<file path="config.mk">
export PLATFORM = sky130hd
export DESIGN_NAME = mem_scan_cmp
export DESIGN_NICKNAME = d
export VERILOG_FILES = /design/src/rtl/mem_scan_pkg.sv /design/src/rtl/mem_scan_ctrl.sv /design/src/rtl/mem_scan_dp.sv /design/src/rtl/mem_scan_cmp.sv
export SDC_FILE = /design/constraint.sdc
export NUM_CORES = 1
export LEC_CHECK = 0
export BUFFER_PORTS_ARGS = -buffer_cell sky130_fd_sc_hd__buf_2
export CELL_PAD_IN_SITES_DETAIL_PLACEMENT = 0
export CELL_PAD_IN_SITES_GLOBAL_PLACEMENT = 2
export CORE_ASPECT_RATIO = 0.8
export CORE_MARGIN = 4
export CORE_UTILIZATION = 26
export CTS_CLUSTER_SIZE = 8
export DETAILED_ROUTE_END_ITERATION = 8
export PLACE_DENSITY = 0.76
export SETUP_SLACK_MARGIN = 0.02
export SLEW_MARGIN = 20
export SYNTH_ARGS = -nofsm -noshare
export SYNTH_HDL_FRONTEND = slang
export SYNTH_SLANG_ARGS = --single-unit
</file>
<file path="constraint.sdc">
create_clock -name clk -period 2.2 [get_ports clk]
set_input_delay 0.44 -clock clk [delete_from_list [all_inputs] [get_ports clk]]
set_output_delay 0.44 -clock clk [all_outputs]
set_load 0.005 [all_outputs]
</file>
<file path="src/rtl/mem_scan_pkg.sv">
package mem_scan_pkg;

  localparam int FLAG_W  = 8;
  localparam int FLAG_C  = 0;
  localparam int FLAG_N  = 1;
  localparam int FLAG_PV = 2;
  localparam int FLAG_H  = 4;
  localparam int FLAG_Z  = 6;
  localparam int FLAG_S  = 7;

  typedef enum logic [0:0] {
    ST_IDLE  = 1'b0,
    ST_FETCH = 1'b1
  } scanState_t;

  typedef struct packed {
    logic load;
    logic step;
  } scanStrobe_t;

endpackage

</file>
<file path="src/rtl/mem_scan_ctrl.sv">
module mem_scan_ctrl
  import mem_scan_pkg::*;
(
  input  logic        clk,
  input  logic        rstN,
  input  logic        startReq,
  input  logic        memValid,
  input  logic        stepFinal,
  output scanStrobe_t strobe,
  output logic        busy,
  output logic        memReq,
  output logic        done
);

  scanState_t state;
  logic       doneReg;

  always_comb begin
    strobe.load = (state == ST_IDLE) && startReq;
    strobe.step = (state == ST_FETCH) && memValid;
  end

  always_ff @(posedge clk) begin
    if (!rstN) begin
      state   <= ST_IDLE;
      doneReg <= 1'b0;
    end else begin
      doneReg <= 1'b0;
      case (state)
        ST_IDLE: begin
          if (startReq) state <= ST_FETCH;
        end
        ST_FETCH: begin
          if (memValid && stepFinal) begin
            state   <= ST_IDLE;
            doneReg <= 1'b1;
          end
        end
        default: state <= ST_IDLE;
      endcase
    end
  end

  assign busy   = (state == ST_FETCH);
  assign memReq = busy;
  assign done   = doneReg;

endmodule

</file>
<file path="src/rtl/mem_scan_dp.sv">
module mem_scan_dp
  import mem_scan_pkg::*;
#(
  parameter int ADDR_W = 16,
  parameter int CNT_W  = 16,
  parameter int DATA_W = 8
) (
  input  logic                clk,
  input  logic                rstN,
  input  scanStrobe_t         strobe,
  input  logic                dirDown,
  input  logic                repeatEn,
  input  logic [ADDR_W-1:0]   addrInit,
  input  logic [CNT_W-1:0]    countInit,
  input  logic [DATA_W-1:0]   accVal,
  input  logic                carryIn,
  input  logic [DATA_W-1:0]   memData,
  output logic                stepFinal,
  output logic [ADDR_W-1:0]   addrOut,
  output logic [CNT_W-1:0]    countOut,
  output logic [FLAG_W-1:0]   flagsOut
);

  localparam int HALF_W = DATA_W / 2;
  localparam logic [ADDR_W-1:0] ADDR_ONE = ADDR_W'(1);
  localparam logic [CNT_W-1:0]  CNT_ONE  = CNT_W'(1);

  logic [ADDR_W-1:0] addrReg;
  logic [CNT_W-1:0]  cntReg;
  logic [DATA_W-1:0] accReg;
  logic              carryReg;
  logic              dirReg;
  logic              repReg;
  logic [FLAG_W-1:0] flagReg;

  logic [DATA_W-1:0] diff;
  logic              halfBorrow;
  logic              hit;
  logic [CNT_W-1:0]  cntNext;
  logic [ADDR_W-1:0] addrNext;
  logic [FLAG_W-1:0] flagNext;

  always_comb begin
    diff       = accReg - memData;
    halfBorrow = accReg[HALF_W-1:0] < memData[HALF_W-1:0];
    hit        = (accReg == memData);
    cntNext    = cntReg - CNT_ONE;
    addrNext   = dirReg ? (addrReg - ADDR_ONE) : (addrReg + ADDR_ONE);
    stepFinal  = !repReg || (cntNext == '0) || hit;
    flagNext          = '0;
    flagNext[FLAG_S]  = diff[DATA_W-1];
    flagNext[FLAG_Z]  = hit;
    flagNext[FLAG_H]  = halfBorrow;
    flagNext[FLAG_PV] = (cntNext != '0);
    flagNext[FLAG_N]  = 1'b1;
    flagNext[FLAG_C]  = carryReg;
  end

  always_ff @(posedge clk) begin
    if (!rstN) begin
      addrReg  <= '0;
      cntReg   <= '0;
      accReg   <= '0;
      carryReg <= 1'b0;
      dirReg   <= 1'b0;
      repReg   <= 1'b0;
      flagReg  <= '0;
    end else if (strobe.load) begin
      addrReg  <= addrInit;
      cntReg   <= countInit;
      accReg   <= accVal;
      carryReg <= carryIn;
      dirReg   <= dirDown;
      repReg   <= repeatEn;
    end else if (strobe.step) begin
      addrReg <= addrNext;
      cntReg  <= cntNext;
      flagReg <= flagNext;
    end
  end

  assign addrOut  = addrReg;
  assign countOut = cntReg;
  assign flagsOut = flagReg;

endmodule

</file>
<file path="src/rtl/mem_scan_cmp.sv">
module mem_scan_cmp
  import mem_scan_pkg::*;
#(
  parameter int ADDR_W = 16,
  parameter int CNT_W  = 16,
  parameter int DATA_W = 8
) (
  input  logic              clk,
  input  logic              rstN,
  input  logic              startReq,
  input  logic              dirDown,
  input  logic              repeatEn,
  input  logic [ADDR_W-1:0] addrInit,
  input  logic [CNT_W-1:0]  countInit,
  input  logic [DATA_W-1:0] accVal,
  input  logic              carryIn,
  output logic              memReq,
  output logic [ADDR_W-1:0] memAddr,
  input  logic [DATA_W-1:0] memData,
  input  logic              memValid,
  output logic [ADDR_W-1:0] addrOut,
  output logic [CNT_W-1:0]  countOut,
  output logic [FLAG_W-1:0] flagsOut,
  output logic              done,
  output logic              busy
);

  scanStrobe_t strobe;
  logic        stepFinal;

  mem_scan_ctrl ctrl_i (
    .clk       (clk),
    .rstN      (rstN),
    .startReq  (startReq),
    .memValid  (memValid),
    .stepFinal (stepFinal),
    .strobe    (strobe),
    .busy      (busy),
    .memReq    (memReq),
    .done      (done)
  );

  mem_scan_dp #(
    .ADDR_W (ADDR_W),
    .CNT_W  (CNT_W),
    .DATA_W (DATA_W)
  ) dp_i (
    .clk       (clk),
    .rstN      (rstN),
    .strobe    (strobe),
    .dirDown   (dirDown),
    .repeatEn  (repeatEn),
    .addrInit  (addrInit),
    .countInit (countInit),
    .accVal    (accVal),
    .carryIn   (carryIn),
    .memData   (memData),
    .stepFinal (stepFinal),
    .addrOut   (addrOut),
    .countOut  (countOut),
    .flagsOut  (flagsOut)
  );

  assign memAddr = addrOut;

endmodule

</file>
Word level (Yosys, flattened, before mapping). Cells that the tools add are included.

Add/sub/neg operators: 4. Multiply operators: 0. Div/mod/pow operators: 0. Magnitude comparators: 1. Eq/ne operators: 1. Shift-type cells: 0. Mux-type cells: 9. Bitwise gates (word level): 2. Reduce and logical (&&, ||, !) cells: 11.

Operators by type and width (count): $mux W16 (5); $sub A16 B1 Y16 const B (2); $add A16 B1 Y16 const B (1); $logic_not A16 Y1 (1); $reduce_bool A16 Y1 (1); $eq A8 B8 Y1 (1); $sub A8 B8 Y8 (1); $lt A4 B4 Y1 (1); $reduce_and A2 Y1 (2); $logic_and A1 B1 Y1 (3); $mux W1 (3); $logic_or A1 B1 Y1 (2); $not A1 Y1 (2); $pmux W1 S2 (1); $reduce_bool A2 Y1 (1); $logic_not A1 Y1 (1).

Register bits after elaboration: 51. Latch bits: 0. Bits in writable memories: 0. ROM bits: 0. Bits of input ports: 55. Output and inout port bits: 59. Logic and storage cells: 37. Memories: 0.

Depth between registers and ports, before layout. Gate-level depths: netlist of run 1.

Depth in word-level cells: 7. Mapped depth: 8. Mapped depth without buffers: 8.

Cells and area by module. From an unflattened synthesis of run 1, not the netlist that was laid out.

Cells, all modules: 421. Area total of the unflattened synthesis: 3467.1 um^2.

Modules (own cells, without submodules): mem_scan_dp (instances 1, cells an instance 397, area an instance 3263.1 um^2, sequential area each 980.9 um^2); mem_scan_cmp (instances 1, cells an instance 16, area an instance 120.1 um^2, sequential area each 0.0 um^2); mem_scan_ctrl (instances 1, cells an instance 8, area an instance 83.8 um^2, sequential area each 40.0 um^2).

Worst setup path after synthesis of run 1. Ideal clock, no wire load.

Path type: reg2reg. Start: reg dp_i.dirReg. End: reg dp_i.addrReg[14] (netlist: dp_i.addrOut[14]). Library setup time: 87 ps. Arrival: 2241 ps. Required time: 2113 ps. Path slack: -128 ps. Cell stages (with the launch flop): 8. Buffers on the path: 0. Cells stage by stage: dfxtp_1 > ha_1 > nand2_1 > or4b_1 > o2111ai_1 > a41oi_1 > o21a_1 > o31ai_1.

Longest elaborated chain between the ends: 3.

RTL lines: from (decl) (RTL line mem_scan_dp.sv:32) `logic dirReg;`; from (signal assigned) (RTL line mem_scan_dp.sv:73) `dirReg <= dirDown;`; $mux W16 (RTL line mem_scan_dp.sv:48) `addrNext = dirReg ? (addrReg - ADDR_ONE) : (addrReg + ADDR_ONE);`; $mux W16 (RTL line mem_scan_dp.sv:75) `end else if (strobe.step) begin`; $mux W16 (RTL line mem_scan_dp.sv:68) `end else if (strobe.load) begin`; to (signal assigned) (RTL line mem_scan_dp.sv:69) `addrReg <= addrInit;`; to (signal assigned) (RTL line mem_scan_dp.sv:76) `addrReg <= addrNext;`; to (decl) (RTL line mem_scan_dp.sv:28) `logic [ADDR_W-1:0] addrReg;`.

No other way between the ends. The select of a mux whose other input is x is not followed. A chain may end at the register's enable or synchronous reset.

Worst setup path in the final report of run 1. Same ends and word-level chain as after synthesis.

==> impl_metrics.ini, run 1 <==
[floorplanning]
ioPinCount = 114
initial_utilization_pct = 26.7
die_h_um = 111
die-width_um = 137
fp.coreArea_um2 = 12900
die-area_um2 = 15200
rows = 37

[finish]
syn_to_final_growth_pct = 30.4
layout.cells.non_filler = 716
nets = 619
final_util_pct = 34.8
fin_area_um2 = 4500
n_antenna_cell = 0
drive_above_1_share_pct = 32.2

[synth]
synthTopCellsByCount = dfxtp_1 (51), nand2_1 (50), o21ai_0 (35)
netlist_top_cells_area = dfxtp_1 (30%), ha_1 (8.3%), nand2_1 (5.4%)
synth-main-ff-cell = dfxtp_1
ys_warn_count = 0
ys_seq_area_share_pct = 29.6
synth_edf_count = 0
synth.distinct_cells = 56
synth_area_leader_cell = dfxtp_1
ys_async_sr_fraction_pct = 0
synth-seq-cells = 51
synth_top_cell_area_share_pct = 29.6
synthesis.area_um2 = 3450
avgSynthCellArea_um2 = 8.09
synthCells = 426
synth_most_common_cell = dfxtp_1

[worst_hold_path]
min_path_type = in -> reg
min_from = accVal[1]

[placed_design]
dpl_cell_area_um2 = 4240
dp_hpwl_mm = 8.35
gp_congestion = 0.833
place_inst = 707
io_buffers = 111

[cts]
clk_path_buf_depth = 2
clk-insertion-delay-late_ns = 0.29
clk_pin_slew_worst_paths_ns = 0.07
cts_tree = built
htreeDepth = 2
cts_buffers = 5
cts_sinks = 51
cts_root_buffer = clkbuf_16

[sta]
min_period_over_period_pct = 98.8
fin_setup_tns_ns = 0
rsz0062_at_grt = yes
fmax_mhz = 460
setup_violations = 0
fin_crit_ns = 2.17
clock_skew_ns = 0.00282
slew_violations = 0
hold_viol_final = 0

[setup_path]
path_cells = ha_1 -> nand2_1 -> or4b_4 -> o2111ai_4 -> a41oi_2 -> nor3_1 -> o31ai_2
worstPathArrival_ns = 2.35
critPathLaunchType = flip-flop
critPathMaxStageDelay_ns = 0.49
crit_slowest_cell = or4b_4
crit_type = reg -> reg
reg2reg_from = dp_i.dirReg$_SDFFE_PN0P_
required_ns = 2.38
crit_path_end_kind = flip-flop
worstPathMaxFanout = 10
crit_start = dp_i.dirReg$_SDFFE_PN0P_

[global_route]
grt_pass1_vias = 3378
gr-usage-all-layers_pct = 14.2
antenna_found_initial = 0
grt_max_degree = 29
grt-ovfl-total = 0
grt_pass1_wl_mm = 17.4

[detailed_routing]
drt_first_iter_violations = 201
routedWlPerCell_um = 15.2
route.vias.total = 3470
dr.pass1.iters = 4
drc_errors = 0
vias_per_cell = 4.85
ant_nets = 0
routed_wl_mm = 10.9

[power_and_ir_drop]
power.total_mw = 2.77
power_density_nw_per_um2 = 616
p_leak_nw = 2.04
vdd_ir_drop_max_mv = 0.449

[job]
cap_violations = 0

[outcome]
outcome = finished clean
per-stage QoR:
| stage | hold WS, ns | setup WS, ns |
|---|---|---|
| global route | 0.397 | -0.126 |
| finish | 0.392 | 0.0256 |
| detailed placement | 0.460 | -0.0762 |
| floorplan | 0.441 | 0.0422 |
| CTS | 0.381 | 0.0291 |
| global placement | 0.449 | -0.0129 |
final timing paths:
check                           cells past startpoint  slack [ns]                             to
worst min-delay path                                3        0.39    dp_i.accReg[1]$_SDFFE_PN0P_
worst max register to register                      7        0.03  dp_i.addrOut[14]$_SDFFE_PN0P_
worst max-delay path                                7        0.03  dp_i.addrOut[14]$_SDFFE_PN0P_
worst min register to register                      2        0.47     dp_i.carryReg$_SDFFE_PN0P_
metal layers:
| layer | up-vias | share of wire (%) | track usage [%] |
|---|---|---|---|
| li1 | 1765 | - | - |
| met1 | 1601 | 51 | 20.9 |
| met4 | 0 | 0.65 | 2.69 |
| met2 | 95 | 43 | 21.2 |
| met3 | 9 | 5.3 | 3.09 |
| met5 | - | 0 | 0 |
sequential cells by signal, summed over array words and instances, names as in the netlist:
| signal | cells |
|---|---|
| dp_i.dirReg | 1 |
| dp_i.accReg | 8 |
| dp_i.addrOut | 16 |
| dp_i.flagsOut | 6 |
| dp_i.countOut | 16 |
| dp_i.carryReg | 1 |
| dp_i.repReg | 1 |
| ctrl_i.done | 1 |
| ctrl_i.busy | 1 |
worst max-delay path, delay by kind of cell (launching register included):
| kind | cells | cell delay, ns |
|---|---|---|
| AND/OR/NAND/NOR | 3 | 0.84 |
| AO/OA/AOI/OAI | 3 | 0.53 |
| adder cells (fa/ha/maj) | 1 | 0.29 |
| flip-flops | 1 | 0.39 |
kinds of logic (layout without fill, tap and decap cells):
| group | Yosys count | after routing | share of synthesized area, % |
|---|---|---|---|
| simple gates | 147 | 147 | 21.7 |
| compound gates | 134 | 134 | 26.9 |
| buf+inv | 53 | 167 | 8.60 |
| flops | 51 | 51 | 29.6 |
| fa+ha+maj | 24 | 24 | 8.93 |
| xor+xnor | 16 | 16 | 4.07 |
| other cells | 1 | 2 | 0.109 |
cell usage in the layout (no fill, tap or decap), types with 17 or more instances in the layout:
| cell type | netlist | layout |
|---|---|---|
| dfxtp_1 | 51 | 49 |
| ha_1 | 23 | 21 |
| a21boi_0 | 19 | 19 |
| nand2_1 | 50 | 50 |
| o21ai_0 | 35 | 34 |
| nor2_1 | 24 | 24 |
| nor2b_1 | 19 | 17 |
| buf_2 | 0 | 111 |
| buf_4 | 20 | 35 |
repair_timing:
action	CTS	global route
endpoints found under the hold margin	0	0
pin swaps	0	7
setup buffers	0	1
gates resized for setup	3	15
hold buffers	0	0
setup endpoints to repair	3	9
cell type report:
class	instances	area, µm²
Clock buffer	6	139
Inverter	13	48.8
Clock inverter	2	35.0
Multi-Input combinational cell	323	2210
Sequential cell	51	1030
Timing Repair Buffer	146	818
Tap cell	175	219
Fill cell	1387	8420
power by group:
group	leakage, nW	internal (mW)	switching, mW
Combinational	1.53	0.369	0.402
Sequential	0.420	0.990	0.0765
Clock	0.0868	0.567	0.363
No activity file was read; power rests on OpenSTA's default activity.
==> inputs of run 2 (changes only) <==
Settings changed: GPL_TIMING_DRIVEN set to 0.
==> run 2 against run 1 <==
  * Global-route usage up 0.68 points
  * Design area up 1.9%
  * Critical path depth unchanged
  * Non-clock buffer count up 9
  * Hold slack worse by 0.0048 ns
  * Clock skew up 0.00094 ns
  * Count of clock-buffer cells in the layout down 1
  * Critical path type unchanged
  * Critical endpoint unchanged
  * Largest cell class unchanged
  * Highest routed layer is now met5
==> impl_metrics.ini, run 2 (synthesis results as in run 1) <==
[outcome]
outcome = finished clean

[global_route]
use_met1_pct = 21.9
antenna_found_initial = 1
grtUsageMet2_pct = 22.3
grt_max_degree = 19
grt_pass1_wl_mm = 18.1
met3_usage_pct = 3.68
busiest_layer = met2
grt-ovfl-total = 0
grt_pass1_vias = 3362
gr-usage-all-layers_pct = 14.9

[cts]
cts_tree = built
cts_sinks = 51
clk-insertion-delay-late_ns = 0.29
clk_pin_slew_worst_paths_ns = 0.08
clk_path_buf_depth = 2
htreeDepth = 2
cts_buffers = 5
cts_root_buffer = clkbuf_16

[floorplanning]
die-width_um = 137
initial_utilization_pct = 26.7
die-area_um2 = 15200
ioPinCount = 114
rows = 37
die_h_um = 111
fp.coreArea_um2 = 12900

[detailed_routing]
routedWlPerCell_um = 15.8
routed_wl_mm = 11.5
drc_errors = 0
ant_nets = 0
dr.pass1.iters = 4
route.vias.total = 3484
vias_per_cell = 4.81
drt_first_iter_violations = 172

[setup_path]
worstPathArrival_ns = 2.34
required_ns = 2.41
crit_path_end_kind = flip-flop
rrSetupSlack_ns = 0.07
reg2reg_depth = 7
reg2reg_from = dp_i.dirReg$_SDFFE_PN0P_
crit_type = reg -> reg
rr_endpoint = dp_i.addrOut[14]$_SDFFE_PN0P_
worstPathMaxFanout = 10
critPathLaunchType = flip-flop

[placed_design]
io_buffers = 110
dpl_cell_area_um2 = 4220
dp_hpwl_mm = 8.73
place_inst = 712
dp_slack_ns = -0.442
gp_congestion = 0.842

[sta]
rsz0062_at_grt = yes
setup_violations = 0
clock_skew_ns = 0.00376
worst_pin_slew_ns = 0.603
fmax_mhz = 469
min_period_over_period_pct = 96.9
slew_violations = 0
fin_crit_ns = 2.13
hold_viol_final = 0
slew_headroom_pct = 59.8
layout_setup_ws_ns = 0.0679

[power_and_ir_drop]
vdd_ir_drop_max_mv = 0.324
p_leak_nw = 2.06
power_density_nw_per_um2 = 590
power.total_mw = 2.70

[finish]
syn_to_final_growth_pct = 32.9
nets = 628
drive_above_1_share_pct = 33.1
n_antenna_cell = 0
layout.cells.non_filler = 725
fin_area_um2 = 4580
final_util_pct = 35.5
final_common_cell = buf_2
n_fill_cell = 1372
layout_common_cells = buf_2 (110), nand2_1 (49), dfxtp_1 (44)

[worst_hold_path]
whs_path_depth = 3
min_path_type = in -> reg
holdPathEnd = dp_i.accReg[4]$_SDFFE_PN0P_
min_from = accVal[4]

[job]
cap_violations = 0
==> run 2: cell types whose count changed in the layout (fill, tap and decap cells not counted), sizes merged <==
cell and change:
clkbuf +16, bufinv -1, inv +2, buf -8
==> run 2: cell type report <==
| cell class | count | area [µm²] | area share, % |
|---|---|---|---|
| Timing Repair Buffer | 115 | 604 | 13.2 |
| Buffer | 40 | 254 | 5.54 |
| Clock inverter | 3 | 26.3 | 0.573 |
| Inverter | 13 | 48.8 | 1.06 |
| Multi-Input combinational cell | 323 | 2270 | 49.5 |
| Sequential cell | 51 | 1030 | 22.6 |
| Clock buffer | 5 | 125 | 2.73 |
| Tap cell | 175 | 219 | 4.78 |
==> run 2: repair_timing <==
| item | CTS | global route |
|---|---|---|
| pin swaps | 2 | 4 |
| hold endpoints to repair | 0 | 0 |
| hold buffers | 0 | 0 |
| resized for setup | 16 | 28 |
| setup endpoints to repair | 19 | 23 |
| buffers inserted | 3 | 2 |
==> run 2: routing by layer <==
layer / part of all wire, % / vias up
li1: - / 1777
met1: 50 / 1597
met2: 42 / 101
met3: 7.3 / 7
met4: 0.41 / 2
met5: 0.061 / -
==> run 2: worst max-delay path, stage by stage, from the launching register on <==
cell and delay (ns):
dfxtp_4 0.40, ha_1 0.25, nand2_4 0.09, or4b_4 0.49
o2111ai_4 0.28, a41oi_2 0.17, o21a_1 0.19, o31ai_1 0.17
==> run 2: worst max-delay path by stage <==
stage                                    end  slack [ns]                          start  depth (start not counted)
6_report       dp_i.addrOut[14]$_SDFFE_PN0P_        0.07       dp_i.dirReg$_SDFFE_PN0P_                          7
5_1_grt        dp_i.addrOut[15]$_SDFFE_PN0P_       -0.06       dp_i.dirReg$_SDFFE_PN0P_                          8
4_1_cts               ctrl_i.done$_SDFF_PN0_        0.01  dp_i.countOut[1]$_SDFFE_PN0P_                          8
3_5_place_dp          ctrl_i.done$_SDFF_PN0_       -0.44  dp_i.countOut[0]$_SDFFE_PN0P_                          8
3_3_place_gp          ctrl_i.done$_SDFF_PN0_       -0.51  dp_i.countOut[0]$_SDFFE_PN0P_                          8
2_1_floorplan  dp_i.addrOut[14]$_SDFFE_PN0P_        0.04       dp_i.dirReg$_SDFFE_PN0P_                          7
==> run 2: where the power goes <==
group          total (mW)  switching [mW]  internal (mW)
sequential           1.09          0.0955          0.991
clock               0.834           0.400          0.434
combinational       0.783           0.403          0.380
total                2.70           0.898           1.81
==> run 2: metrics by stage <==
stage	TNS (ns)	hold slack, ns
global placement	-4.01	0.452
detailed placement	-3.85	0.458
finish	0	0.387
global route	-0.135	0.394
floorplan	0	0.441
CTS	0	0.377
